$ cat config.mk
export PLATFORM = sky130hd
export DESIGN_NAME = cfg_i2c_target
export DESIGN_NICKNAME = d
export VERILOG_FILES = /design/src/rtl/cfgi2c_pkg.sv /design/src/rtl/cfgi2c_line_filter.sv /design/src/rtl/cfgi2c_bus_events.sv /design/src/rtl/cfgi2c_cfg_reg.sv /design/src/rtl/cfgi2c_target_fsm.sv /design/src/rtl/cfg_i2c_target.sv
export SDC_FILE = /design/constraint.sdc
export NUM_CORES = 1
export LEC_CHECK = 0
export CORE_MARGIN = 2
export CORE_UTILIZATION = 45
export DETAILED_ROUTE_END_ITERATION = 10
export GPL_TIMING_DRIVEN = 0
export PLACE_DENSITY = 0.65
export RECOVER_POWER = 25
export SLEW_MARGIN = 20
export SYNTH_ARGS = -nofsm -noshare
export SYNTH_HDL_FRONTEND = slang
export SYNTH_SLANG_ARGS = --single-unit
$ cat constraint.sdc
create_clock -name clk -period 3.8 [get_ports clk]
set_clock_uncertainty 0.05 [all_clocks]
set_input_delay 0.57 -clock clk [delete_from_list [all_inputs] [get_ports clk]]
set_output_delay 0.57 -clock clk [all_outputs]
set_load 0.05 [all_outputs]
$ cat src/rtl/cfgi2c_pkg.sv
package cfgi2c_pkg;
  typedef enum logic [2:0] {
    ST_IDLE,
    ST_ADDR,
    ST_ADDR_ACK,
    ST_WR_BYTE,
    ST_WR_ACK,
    ST_RD_BYTE,
    ST_RD_ACK,
    ST_PARK
  } tgt_state_t;

  localparam int unsigned BYTE_W = 8;
  localparam int unsigned ADDR_W = 7;
  localparam int unsigned CODE_W = 4;
endpackage

$ cat src/rtl/cfgi2c_line_filter.sv
module cfgi2c_line_filter #(
  parameter int unsigned SYNC_STAGES = 2,
  parameter int unsigned FILT_LEN    = 4
) (
  input  logic clk,
  input  logic rst_n,
  input  logic raw_i,
  output logic clean_o
);
  localparam int unsigned CNT_W = $clog2(FILT_LEN + 1);

  logic [SYNC_STAGES-1:0] sync_q;
  logic [CNT_W-1:0]       run_q;

  generate
    if (SYNC_STAGES == 1) begin : g_one
      always_ff @(posedge clk or negedge rst_n)
        if (!rst_n) sync_q <= '1;
        else        sync_q <= raw_i;
    end else begin : g_chain
      always_ff @(posedge clk or negedge rst_n)
        if (!rst_n) sync_q <= '1;
        else        sync_q <= {sync_q[SYNC_STAGES-2:0], raw_i};
    end
  endgenerate

  always_ff @(posedge clk or negedge rst_n) begin
    if (!rst_n) begin
      clean_o <= 1'b1;
      run_q   <= '0;
    end else if (sync_q[SYNC_STAGES-1] != clean_o) begin
      if (run_q == CNT_W'(FILT_LEN - 1)) begin
        clean_o <= sync_q[SYNC_STAGES-1];
        run_q   <= '0;
      end else begin
        run_q <= run_q + 1'b1;
      end
    end else begin
      run_q <= '0;
    end
  end
endmodule

$ cat src/rtl/cfgi2c_bus_events.sv
module cfgi2c_bus_events (
  input  logic clk,
  input  logic rst_n,
  input  logic scl_f,
  input  logic sda_f,
  output logic start_o,
  output logic stop_o,
  output logic scl_rise_o,
  output logic scl_fall_o
);
  logic scl_d, sda_d;

  always_ff @(posedge clk or negedge rst_n) begin
    if (!rst_n) begin
      scl_d <= 1'b1;
      sda_d <= 1'b1;
    end else begin
      scl_d <= scl_f;
      sda_d <= sda_f;
    end
  end

  always_comb begin
    start_o    = scl_f & scl_d & sda_d & ~sda_f;
    stop_o     = scl_f & scl_d & ~sda_d & sda_f;
    scl_rise_o = scl_f & ~scl_d;
    scl_fall_o = ~scl_f & scl_d;
  end
endmodule

$ cat src/rtl/cfgi2c_cfg_reg.sv
module cfgi2c_cfg_reg #(
  parameter int unsigned      WIDTH   = 8,
  parameter logic [WIDTH-1:0] DEFAULT = '0
) (
  input  logic             clk,
  input  logic             rst_n,
  input  logic             reload_i,
  input  logic             wr_en_i,
  input  logic [WIDTH-1:0] wr_data_i,
  output logic [WIDTH-1:0] value_o
);
  always_ff @(posedge clk or negedge rst_n) begin
    if (!rst_n)        value_o <= DEFAULT;
    else if (reload_i) value_o <= DEFAULT;
    else if (wr_en_i)  value_o <= wr_data_i;
  end
endmodule

$ cat src/rtl/cfgi2c_target_fsm.sv
module cfgi2c_target_fsm
  import cfgi2c_pkg::*;
(
  input  logic              clk,
  input  logic              rst_n,
  input  logic              start_i,
  input  logic              stop_i,
  input  logic              scl_rise_i,
  input  logic              scl_fall_i,
  input  logic              sda_f,
  input  logic [ADDR_W-1:0] dev_addr_i,
  input  logic [BYTE_W-1:0] cur_value_i,
  output logic              wr_en_o,
  output logic [BYTE_W-1:0] wr_data_o,
  output logic              sda_pull_o
);
  localparam int unsigned BC_W = $clog2(BYTE_W + 1);

  tgt_state_t        state_q;
  logic [BC_W-1:0]   bits_q;
  logic [BYTE_W-1:0] rx_q;
  logic [BYTE_W-1:0] tx_q;
  logic              read_q;
  logic              byte_done;

  assign byte_done = (bits_q == BC_W'(BYTE_W));
  assign wr_data_o = rx_q;

  always_ff @(posedge clk or negedge rst_n) begin
    if (!rst_n) begin
      state_q    <= ST_IDLE;
      bits_q     <= '0;
      rx_q       <= '0;
      tx_q       <= '0;
      read_q     <= 1'b0;
      sda_pull_o <= 1'b0;
      wr_en_o    <= 1'b0;
    end else begin
      wr_en_o <= 1'b0;
      if (start_i) begin
        state_q    <= ST_ADDR;
        bits_q     <= '0;
        sda_pull_o <= 1'b0;
      end else if (stop_i) begin
        state_q    <= ST_IDLE;
        sda_pull_o <= 1'b0;
      end else begin
        unique case (state_q)
          ST_ADDR, ST_WR_BYTE: begin
            if (scl_rise_i) begin
              rx_q   <= {rx_q[BYTE_W-2:0], sda_f};
              bits_q <= bits_q + 1'b1;
            end else if (scl_fall_i && byte_done) begin
              if (state_q == ST_WR_BYTE) begin
                sda_pull_o <= 1'b1;
                state_q    <= ST_WR_ACK;
              end else if (rx_q[BYTE_W-1:1] == dev_addr_i) begin
                sda_pull_o <= 1'b1;
                read_q     <= rx_q[0];
                state_q    <= ST_ADDR_ACK;
              end else begin
                state_q <= ST_PARK;
              end
            end
          end
          ST_ADDR_ACK: begin
            if (scl_fall_i) begin
              bits_q <= '0;
              if (read_q) begin
                tx_q       <= cur_value_i;
                sda_pull_o <= ~cur_value_i[BYTE_W-1];
                state_q    <= ST_RD_BYTE;
              end else begin
                sda_pull_o <= 1'b0;
                state_q    <= ST_WR_BYTE;
              end
            end
          end
          ST_WR_ACK: begin
            if (scl_fall_i) begin
              sda_pull_o <= 1'b0;
              wr_en_o    <= 1'b1;
              state_q    <= ST_PARK;
            end
          end
          ST_RD_BYTE: begin
            if (scl_rise_i) begin
              bits_q <= bits_q + 1'b1;
            end else if (scl_fall_i) begin
              if (byte_done) begin
                sda_pull_o <= 1'b0;
                state_q    <= ST_RD_ACK;
              end else begin
                tx_q       <= {tx_q[BYTE_W-2:0], 1'b1};
                sda_pull_o <= ~tx_q[BYTE_W-2];
              end
            end
          end
          ST_RD_ACK: begin
            if (scl_fall_i) state_q <= ST_PARK;
          end
          default: ;
        endcase
      end
    end
  end
endmodule

$ cat src/rtl/cfg_i2c_target.sv
module cfg_i2c_target
  import cfgi2c_pkg::*;
#(
  parameter int unsigned      SYNC_STAGES = 2,
  parameter int unsigned      FILT_LEN    = 4,
  parameter logic [BYTE_W-1:0] DEFAULT_VAL = 8'h7A
) (
  input  logic              clk,
  input  logic              rst_n,
  input  logic              scl_i,
  input  logic              sda_i,
  output logic              sda_pull_o,
  input  logic [ADDR_W-1:0] dev_addr_i,
  input  logic              reload_i,
  output logic [CODE_W-1:0] bias_code_o,
  output logic [CODE_W-1:0] imp_code_o
);
  localparam int unsigned NLINES = 2;

  logic [NLINES-1:0] raw_lines, clean_lines;
  logic start_det, stop_det, scl_rise, scl_fall;
  logic wr_en;
  logic [BYTE_W-1:0] wr_data, cfg_value;

  assign raw_lines = {sda_i, scl_i};

  for (genvar g = 0; g < NLINES; g++) begin : g_line
    cfgi2c_line_filter #(.SYNC_STAGES(SYNC_STAGES), .FILT_LEN(FILT_LEN)) i_filt (
      .clk(clk), .rst_n(rst_n), .raw_i(raw_lines[g]), .clean_o(clean_lines[g])
    );
  end

  cfgi2c_bus_events i_events (
    .clk(clk), .rst_n(rst_n),
    .scl_f(clean_lines[0]), .sda_f(clean_lines[1]),
    .start_o(start_det), .stop_o(stop_det),
    .scl_rise_o(scl_rise), .scl_fall_o(scl_fall)
  );

  cfgi2c_target_fsm i_fsm (
    .clk(clk), .rst_n(rst_n),
    .start_i(start_det), .stop_i(stop_det),
    .scl_rise_i(scl_rise), .scl_fall_i(scl_fall),
    .sda_f(clean_lines[1]), .dev_addr_i(dev_addr_i),
    .cur_value_i(cfg_value), .wr_en_o(wr_en), .wr_data_o(wr_data),
    .sda_pull_o(sda_pull_o)
  );

  cfgi2c_cfg_reg #(.WIDTH(BYTE_W), .DEFAULT(DEFAULT_VAL)) i_reg (
    .clk(clk), .rst_n(rst_n), .reload_i(reload_i),
    .wr_en_i(wr_en), .wr_data_i(wr_data), .value_o(cfg_value)
  );

  assign bias_code_o = cfg_value[BYTE_W-1:CODE_W];
  assign imp_code_o  = cfg_value[CODE_W-1:0];
endmodule

# --- After elaboration in Yosys (flattened, before gate mapping) ---
# Cells that the tools add are included.
classes:
  n_eq_ne: 29
  n_mux: 47
  reduce_logical: 17
  bitwise_logic: 17
  n_addsub: 3
ops:
  columns: ["op", "count"]
  rows:
  - ["3-bit two-way mux", 16]
  - ["7-bit two-way mux", 5]
  - ["8-bit AND reduction", 3]
  - ["4-bit by 3-bit != test with 1-bit output (second input constant)", 5]
  - ["1-bit two-way mux", 16]
  - ["4-bit two-way mux", 4]
  - ["8-bit two-way mux", 2]
  - ["7-bit case mux with 2 select lines", 1]
  - ["3-bit by 2-bit equality test with 1-bit output (second input constant)", 4]
  - ["3-bit case mux with 4 select lines", 1]
  - ["6-bit nonzero test", 2]
  - ["1-bit inverter", 10]
  - ["3-bit equality test (second input constant)", 3]
  - ["2-bit by 1-bit != test with 1-bit output (second input constant)", 4]
  - ["4-bit != test (second input constant)", 2]
  - ["4-bit case mux with 2 select lines", 1]
  - ["4-bit AND reduction", 2]
  - ["1-bit AND", 7]
  - ["7-bit equality test", 1]
  - ["7-bit AND reduction", 1]
  - ["3-bit by 1-bit adder with 3-bit output (second input constant)", 2]
  - ["5-bit by 3-bit != test with 1-bit output (second input constant)", 1]
  - ["4-bit by 1-bit adder with 4-bit output (second input constant)", 1]
  - ["4-bit equality test (second input constant)", 1]
  - ["other kinds (13)", 18]
word_totals:
  regBits: 47
  input_bits: 12
  wordCells: 129

# --- Depth between registers and ports, before layout ---
logic_depth:
  depth_word: 8
  mapped_depth: 8
  ltp_nobuf: 7

# --- Modules after synthesis ---
# From an unflattened synthesis, not the netlist that was laid out.
unflattened:
  cells_unflattened: 204
  hier_area_um2: 2343.5
by_module_without_submodules:
  columns: ["mod", "cells_per_inst", "area_per_inst_um2", "n_inst", "seq_area_each_um2"]
  rows:
  - ["cfgi2c_target_fsm", 146, 1468.9, 1, 625.6]
  - ["cfgi2c_line_filter", 13, 220.2, 2, 153.9]
  - ["cfgi2c_cfg_reg", 26, 346.6, 1, 206.4]
  - ["cfgi2c_bus_events", 6, 87.6, 1, 52.6]

# --- Worst setup path after synthesis ---
# Ideal clock, no wire load.
synth_path:
  path_type: "input to register"
  start: "input port dev_addr_i[5]"
  end: "register i_fsm.read_q"
  required_ns: 3.622
  t_arrival_ns: 1.761
  path_slack_ns: 1.862
  setup_ns: 0.128
  stages: 5
  cell_sequence: "xor2_1 > nor4_2 > nand4_2 > nor4_2 > mux2_1"
synth_between:
  elab_chain_len: 2
synth_lines:
  columns: ["item", "line_no", "rtl"]
  rows:
  - ["from (decl)", "cfg_i2c_target.sv:13", "input logic [ADDR_W-1:0] dev_addr_i,"]
  - ["7-bit equality test", "cfgi2c_target_fsm.sv:57", "end else if (rx_q[BYTE_W-1:1] == dev_addr_i) begin"]
  - ["7-bit AND reduction (no source line)", null, null]
  - ["to (signal assigned)", "cfgi2c_target_fsm.sv:59", "read_q <= rx_q[0];"]
  - ["to (decl)", "cfgi2c_target_fsm.sv:23", "logic read_q;"]
# Every way passes these cells.
# A chain may end at the register's enable or synchronous reset.

==> impl_results.html <==
<table>
<tr><th>Metric</th><th>Value</th></tr>
<tr><th colspan="2">Route</th></tr>
<tr><td>Residual antenna-violating net count after detailed routing</td><td>0</td></tr>
<tr><td>Post-detailed-route DRC marker count</td><td>0</td></tr>
<tr><td>Met1 Wirelength</td><td>2028 um</td></tr>
<tr><td>Vias after detailed routing</td><td>between 1.5k and 2k</td></tr>
<tr><td>Met2 wire len</td><td>2149 um</td></tr>
<tr><td>1st-iter DRT viols</td><td>92</td></tr>
<tr><td>Vias per cell</td><td>5.325</td></tr>
<tr><td>Total Routed Length</td><td>4361 um</td></tr>
<tr><td>Highest Signal Layer</td><td>met4</td></tr>
<tr><td>Wire length on met3</td><td>135 um</td></tr>
<tr><td>Number of search-and-repair iterations in the first detailed-routing pass</td><td>4</td></tr>
<tr><td>Wirelength per Cell</td><td>around 15 um</td></tr>
<tr><th colspan="2">Cells and area</th></tr>
<tr><td>Count of antenna diodes in the layout</td><td>0</td></tr>
<tr><td>Number of filler cells placed in the layout</td><td>407</td></tr>
<tr><td>Fraction of final layout cells with drive strength greater than 1</td><td>22.52%</td></tr>
<tr><td>Area delta synth-&gt;final</td><td>17.40%</td></tr>
<tr><td>Final core area utilization</td><td>approximately 55%</td></tr>
<tr><td>Number of nets in the layout</td><td>237</td></tr>
<tr><th colspan="2">Clocking</th></tr>
<tr><td>Clock buffer count from CTS</td><td>5</td></tr>
<tr><td>Source-to-sink clock delay at the later pin of the worst-skew pair</td><td>0.31 ns</td></tr>
<tr><td>CTS clk-pin slew, worst paths</td><td>0.09 ns</td></tr>
<tr><td>Cts hold-fix bufs</td><td>0</td></tr>
<tr><td>Maximum root-to-sink buffer count</td><td>2</td></tr>
<tr><td>CTS resizes</td><td>0</td></tr>
<tr><td>CTS H-Tree Depth</td><td>2</td></tr>
<tr><td>Clock tree root buffer cell</td><td>sky130_fd_sc_hd__clkbuf_8</td></tr>
<tr><td>Number of clock sinks</td><td>47</td></tr>
<tr><td>Clock tree from TritonCTS</td><td>done</td></tr>
<tr><td>Post-CTS repair timing setup buffer count</td><td>0</td></tr>
<tr><th colspan="2">GRT</th></tr>
<tr><td>Antenna violations before repair</td><td>0</td></tr>
<tr><td>Number of global-route vias before repair</td><td>1573</td></tr>
<tr><td>Overall routing resource usage</td><td>17.72%</td></tr>
<tr><td>Overflow after GRT</td><td>0</td></tr>
<tr><td>Pin count of the biggest net entering global routing</td><td>37</td></tr>
<tr><td>First-pass GRT wire length</td><td>7383 um</td></tr>
<tr><th colspan="2">Setup path</th></tr>
<tr><td>Beginning of the worst register-to-register path</td><td>i_fsm.wr_data_o[6]</td></tr>
<tr><td>Data arrival time of the critical path</td><td>between 2 and 2.5 ns</td></tr>
<tr><td>Critical path peak fanout</td><td>36</td></tr>
<tr><td>Highest-delay cell along the critical path</td><td>sky130_fd_sc_hd__clkbuf_1</td></tr>
<tr><td>R2R Setup Slk</td><td>1.79 ns</td></tr>
<tr><td>Cell mode on critical path</td><td>sky130_fd_sc_hd__clkbuf_1</td></tr>
<tr><td>Kind of launch point of the worst setup path</td><td>input pin</td></tr>
<tr><td>Crit Path Class</td><td>input pin to asynchronous set/reset pin</td></tr>
<tr><td>Sequence of cells on the critical path</td><td>clkbuf_1, clkbuf_1</td></tr>
<tr><td>Number of buffer and inverter instances along the worst setup path</td><td>2</td></tr>
<tr><td>Worst path max stage delay</td><td>approximately 1.4 ns</td></tr>
<tr><td>Critical Path RT</td><td>roughly 3.8 ns</td></tr>
<tr><td>Worst setup path startpoint</td><td>rst_n</td></tr>
<tr><td>Family with the most delay on the worst path</td><td>buffers and inverters</td></tr>
<tr><td>Critical Path End Type</td><td>asynchronous set/reset pin</td></tr>
<tr><th colspan="2">STA</th></tr>
<tr><td>Fin crit period</td><td>2.421 ns</td></tr>
<tr><td>Maximum frequency from static timing analysis</td><td>413.0 MHz</td></tr>
<tr><td>Number of hold violations in the final report</td><td>0</td></tr>
<tr><td>Rel. slew slack</td><td>-22.74%</td></tr>
<tr><td>Max-slew violation count</td><td>37</td></tr>
<tr><td>Worst hold margin</td><td>0.1963 ns</td></tr>
<tr><td>RSZ-0062 raised after global routing</td><td>no</td></tr>
<tr><td>Worst Tran Pin Value</td><td>roughly 1.8 ns</td></tr>
<tr><td>Share of the clock period used by the worst path</td><td>63.72%</td></tr>
<tr><td>Setup tns final</td><td>0 ns</td></tr>
<tr><td>Number of endpoints failing setup at the final stage</td><td>0</td></tr>
<tr><th colspan="2">Placement</th></tr>
<tr><td>Gpl congestion</td><td>0.7956</td></tr>
<tr><td>DPL Wire Length</td><td>around 3300 um</td></tr>
<tr><td>Port-buffer cells</td><td>19</td></tr>
<tr><th colspan="2">Pwr</th></tr>
<tr><td>Power spent charging and discharging nets</td><td>0.7134 mW</td></tr>
<tr><td>Power density normalized to cell area</td><td>a little over 700 nW/um2</td></tr>
<tr><td>Internal power</td><td>1.206 mW</td></tr>
<tr><td>Switching power share of the total</td><td>37.17%</td></tr>
<tr><td>Leakage dissipation</td><td>1.145 nW</td></tr>
<tr><td>Power share of the clock group</td><td>20.4%</td></tr>
<tr><td>Max VDD drop</td><td>0.0002568 V</td></tr>
<tr><td>Seq pwr share</td><td>41.8%</td></tr>
<tr><td>Comb power frac</td><td>37.8%</td></tr>
<tr><th colspan="2">Floorplan</th></tr>
<tr><td>Initial cell density of the core</td><td>47.19%</td></tr>
<tr><td>Cell row count</td><td>25</td></tr>
<tr><td>Ports placed on the boundary</td><td>21</td></tr>
<tr><td>Chip height</td><td>74.84 um</td></tr>
<tr><td>DIE AREA</td><td>5601 um2</td></tr>
<tr><td>Die X</td><td>74.84 um</td></tr>
<tr><td>Placeable core region</td><td>4786 um2</td></tr>
<tr><th colspan="2">Synth</th></tr>
<tr><td>Cells after synthesis</td><td>194</td></tr>
<tr><td>Number of different library cells in the post-synthesis netlist</td><td>46</td></tr>
<tr><td>Net count after synthesis</td><td>210</td></tr>
<tr><td>YS warnings</td><td>0</td></tr>
<tr><td>Most used flip-flop cell after synthesis</td><td>sky130_fd_sc_hd__dfrtp_1</td></tr>
<tr><td>Seq/Total Area, Yosys</td><td>52.80%</td></tr>
<tr><td>Number of enable-type register cells in the synthesized netlist</td><td>0</td></tr>
<tr><td>Proportion of synthesized flip-flops having asynchronous set or reset</td><td>100.0%</td></tr>
<tr><td>Syn Area/Cell</td><td>11.64 um2</td></tr>
<tr><td>Area of the mapped netlist</td><td>2258 um2</td></tr>
<tr><td>Number of synthesized register bits</td><td>47</td></tr>
<tr><th colspan="2">Outcome</th></tr>
<tr><td>Run status</td><td>finished with violations</td></tr>
<tr><td>Violations in the final reports</td><td>max-capacitance violations, max-slew violations</td></tr>
<tr><th colspan="2">Flow run</th></tr>
<tr><td>Total of max-cap violations</td><td>1</td></tr>
<tr><th colspan="2">Min path</th></tr>
<tr><td>Hold Path Class</td><td>input pin to asynchronous set/reset pin</td></tr>
</table>
-- layout by cell type, fill, tap and decap left out, types with 4 or more instances in the layout --
| master | synthesis | routed |
|---|---|---|
| sky130_fd_sc_hd__a211o_1 | 4 | 4 |
| sky130_fd_sc_hd__a21oi_1 | 12 | 12 |
| sky130_fd_sc_hd__buf_2 | 5 | 5 |
| sky130_fd_sc_hd__clkbuf_8 | 0 | 6 |
| sky130_fd_sc_hd__clkdlybuf4s50_1 | 0 | 18 |
| sky130_fd_sc_hd__dfrtp_1 | 34 | 34 |
| sky130_fd_sc_hd__dfstp_2 | 13 | 13 |
| sky130_fd_sc_hd__ha_1 | 4 | 4 |
| sky130_fd_sc_hd__inv_1 | 5 | 5 |
| sky130_fd_sc_hd__mux2_2 | 10 | 10 |
| sky130_fd_sc_hd__mux2i_1 | 10 | 10 |
| sky130_fd_sc_hd__nand2_1 | 7 | 7 |
| sky130_fd_sc_hd__nor2_1 | 15 | 15 |
| sky130_fd_sc_hd__nor2b_1 | 10 | 10 |
| sky130_fd_sc_hd__o21ai_0 | 6 | 6 |
| sky130_fd_sc_hd__xnor2_1 | 6 | 6 |
| sky130_fd_sc_hd__xor2_1 | 6 | 6 |
-- cells in the mapped netlist, types with 3 or more instances --
cell | count | area share, %
sky130_fd_sc_hd__mux2_2 | 10 | 5.0
sky130_fd_sc_hd__nand3_1 | 3 | 0.66
sky130_fd_sc_hd__dfrtp_1 | 34 | 38
sky130_fd_sc_hd__a211o_1 | 4 | 1.6
sky130_fd_sc_hd__o21ai_1 | 3 | 0.66
sky130_fd_sc_hd__buf_2 | 5 | 1.1
sky130_fd_sc_hd__nand2_1 | 7 | 1.2
sky130_fd_sc_hd__a21oi_1 | 12 | 2.7
sky130_fd_sc_hd__dfstp_2 | 13 | 15
sky130_fd_sc_hd__xnor2_1 | 6 | 2.3
sky130_fd_sc_hd__o21ai_0 | 6 | 1.3
sky130_fd_sc_hd__nor3_1 | 3 | 0.66
sky130_fd_sc_hd__nor2_1 | 15 | 2.5
sky130_fd_sc_hd__nor3b_1 | 3 | 1.0
sky130_fd_sc_hd__mux2i_1 | 10 | 4.4
sky130_fd_sc_hd__ha_1 | 4 | 2.2
sky130_fd_sc_hd__inv_1 | 5 | 0.83
sky130_fd_sc_hd__xor2_1 | 6 | 2.3
sky130_fd_sc_hd__nor2b_1 | 10 | 2.8
-- metrics by stage --
| stage | cells | power (mW) | setup WS [ns] | cell area, um2 |
|---|---|---|---|---|
| 2_1_floorplan | 194 | 1.345 | 1.862 | 2258 |
| 3_3_place_gp | 280 | 1.488 | 0.9716 | 2532 |
| 3_5_place_dp | 281 | 1.542 | 1.193 | 2547 |
| 4_1_cts | 289 | 1.931 | 1.488 | 2669 |
| 5_1_grt | 289 | 2.052 | 0.9095 | 2651 |
| 6_report | 289 | 1.920 | 1.379 | 2651 |
-- power by group through the flow --
stage / registers [mW] / clock network (mW) / logic (mW)
final: 0.802 / 0.392 / 0.726
after global routing: 0.825 / 0.420 / 0.808
after CTS: 0.803 / 0.396 / 0.732
after detailed placement: 0.812 / 0 / 0.730
after global placement: 0.796 / 0 / 0.693
after floorplan: 0.840 / 0 / 0.505
-- final timing paths --
| check | end | depth (start not counted) |
|---|---|---|
| min reg2reg | g_line[0].i_filt.sync_q[1] | 0 |
| min in group clk | g_line[0].i_filt.sync_q[1] | 0 |
| max in group clk | bias_code_o[1] | 1 |
| max | i_fsm.wr_en_o | 2 |
| max reg2reg | i_fsm.read_q | 5 |
| min | i_fsm.state_q[2] | 1 |
-- cell families after synthesis --
| logic type | synth area share [%] |
|---|---|
| AND/OR/NAND/NOR | 15.29 |
| multiplexers | 9.917 |
| buffers and inverters | 3.269 |
| flip-flops | 52.80 |
| adder cells (fa/ha/maj) | 2.216 |
| XOR/XNOR | 4.654 |
| AO/OA/AOI/OAI | 11.86 |
-- area by class of cell --
cell class,instances,area [um2],area share (%)
timing repair buffer,20,187.7,7.079
clock buffer,6,82.58,3.115
inverter,7,26.28,0.9910
sequential,47,1192,44.97
tap,67,83.83,3.162
clock inverter,2,38.79,1.463
buffer,9,47.55,1.793
multi-input combinational,131,992.2,37.42
-- layer usage --
layer  vias to the layer above  track usage, %
li1                        739               -
met4                         0           6.548
met3                         6           4.552
met5                         -               0
met1                       769           23.20
met2                        25           28.46
-- registers in the layout (all words and copies together), names as in the netlist, 2 cells and up --
register	cells
i_fsm.tx_q	7
i_reg.value_o	8
i_fsm.bits_q	4
i_fsm.wr_data_o	8
g_line.i_filt.sync_q	4
i_fsm.state_q	3
g_line.i_filt.run_q	6
g_line.i_filt.clean_o	2
Power figures use the tool's default switching activity.
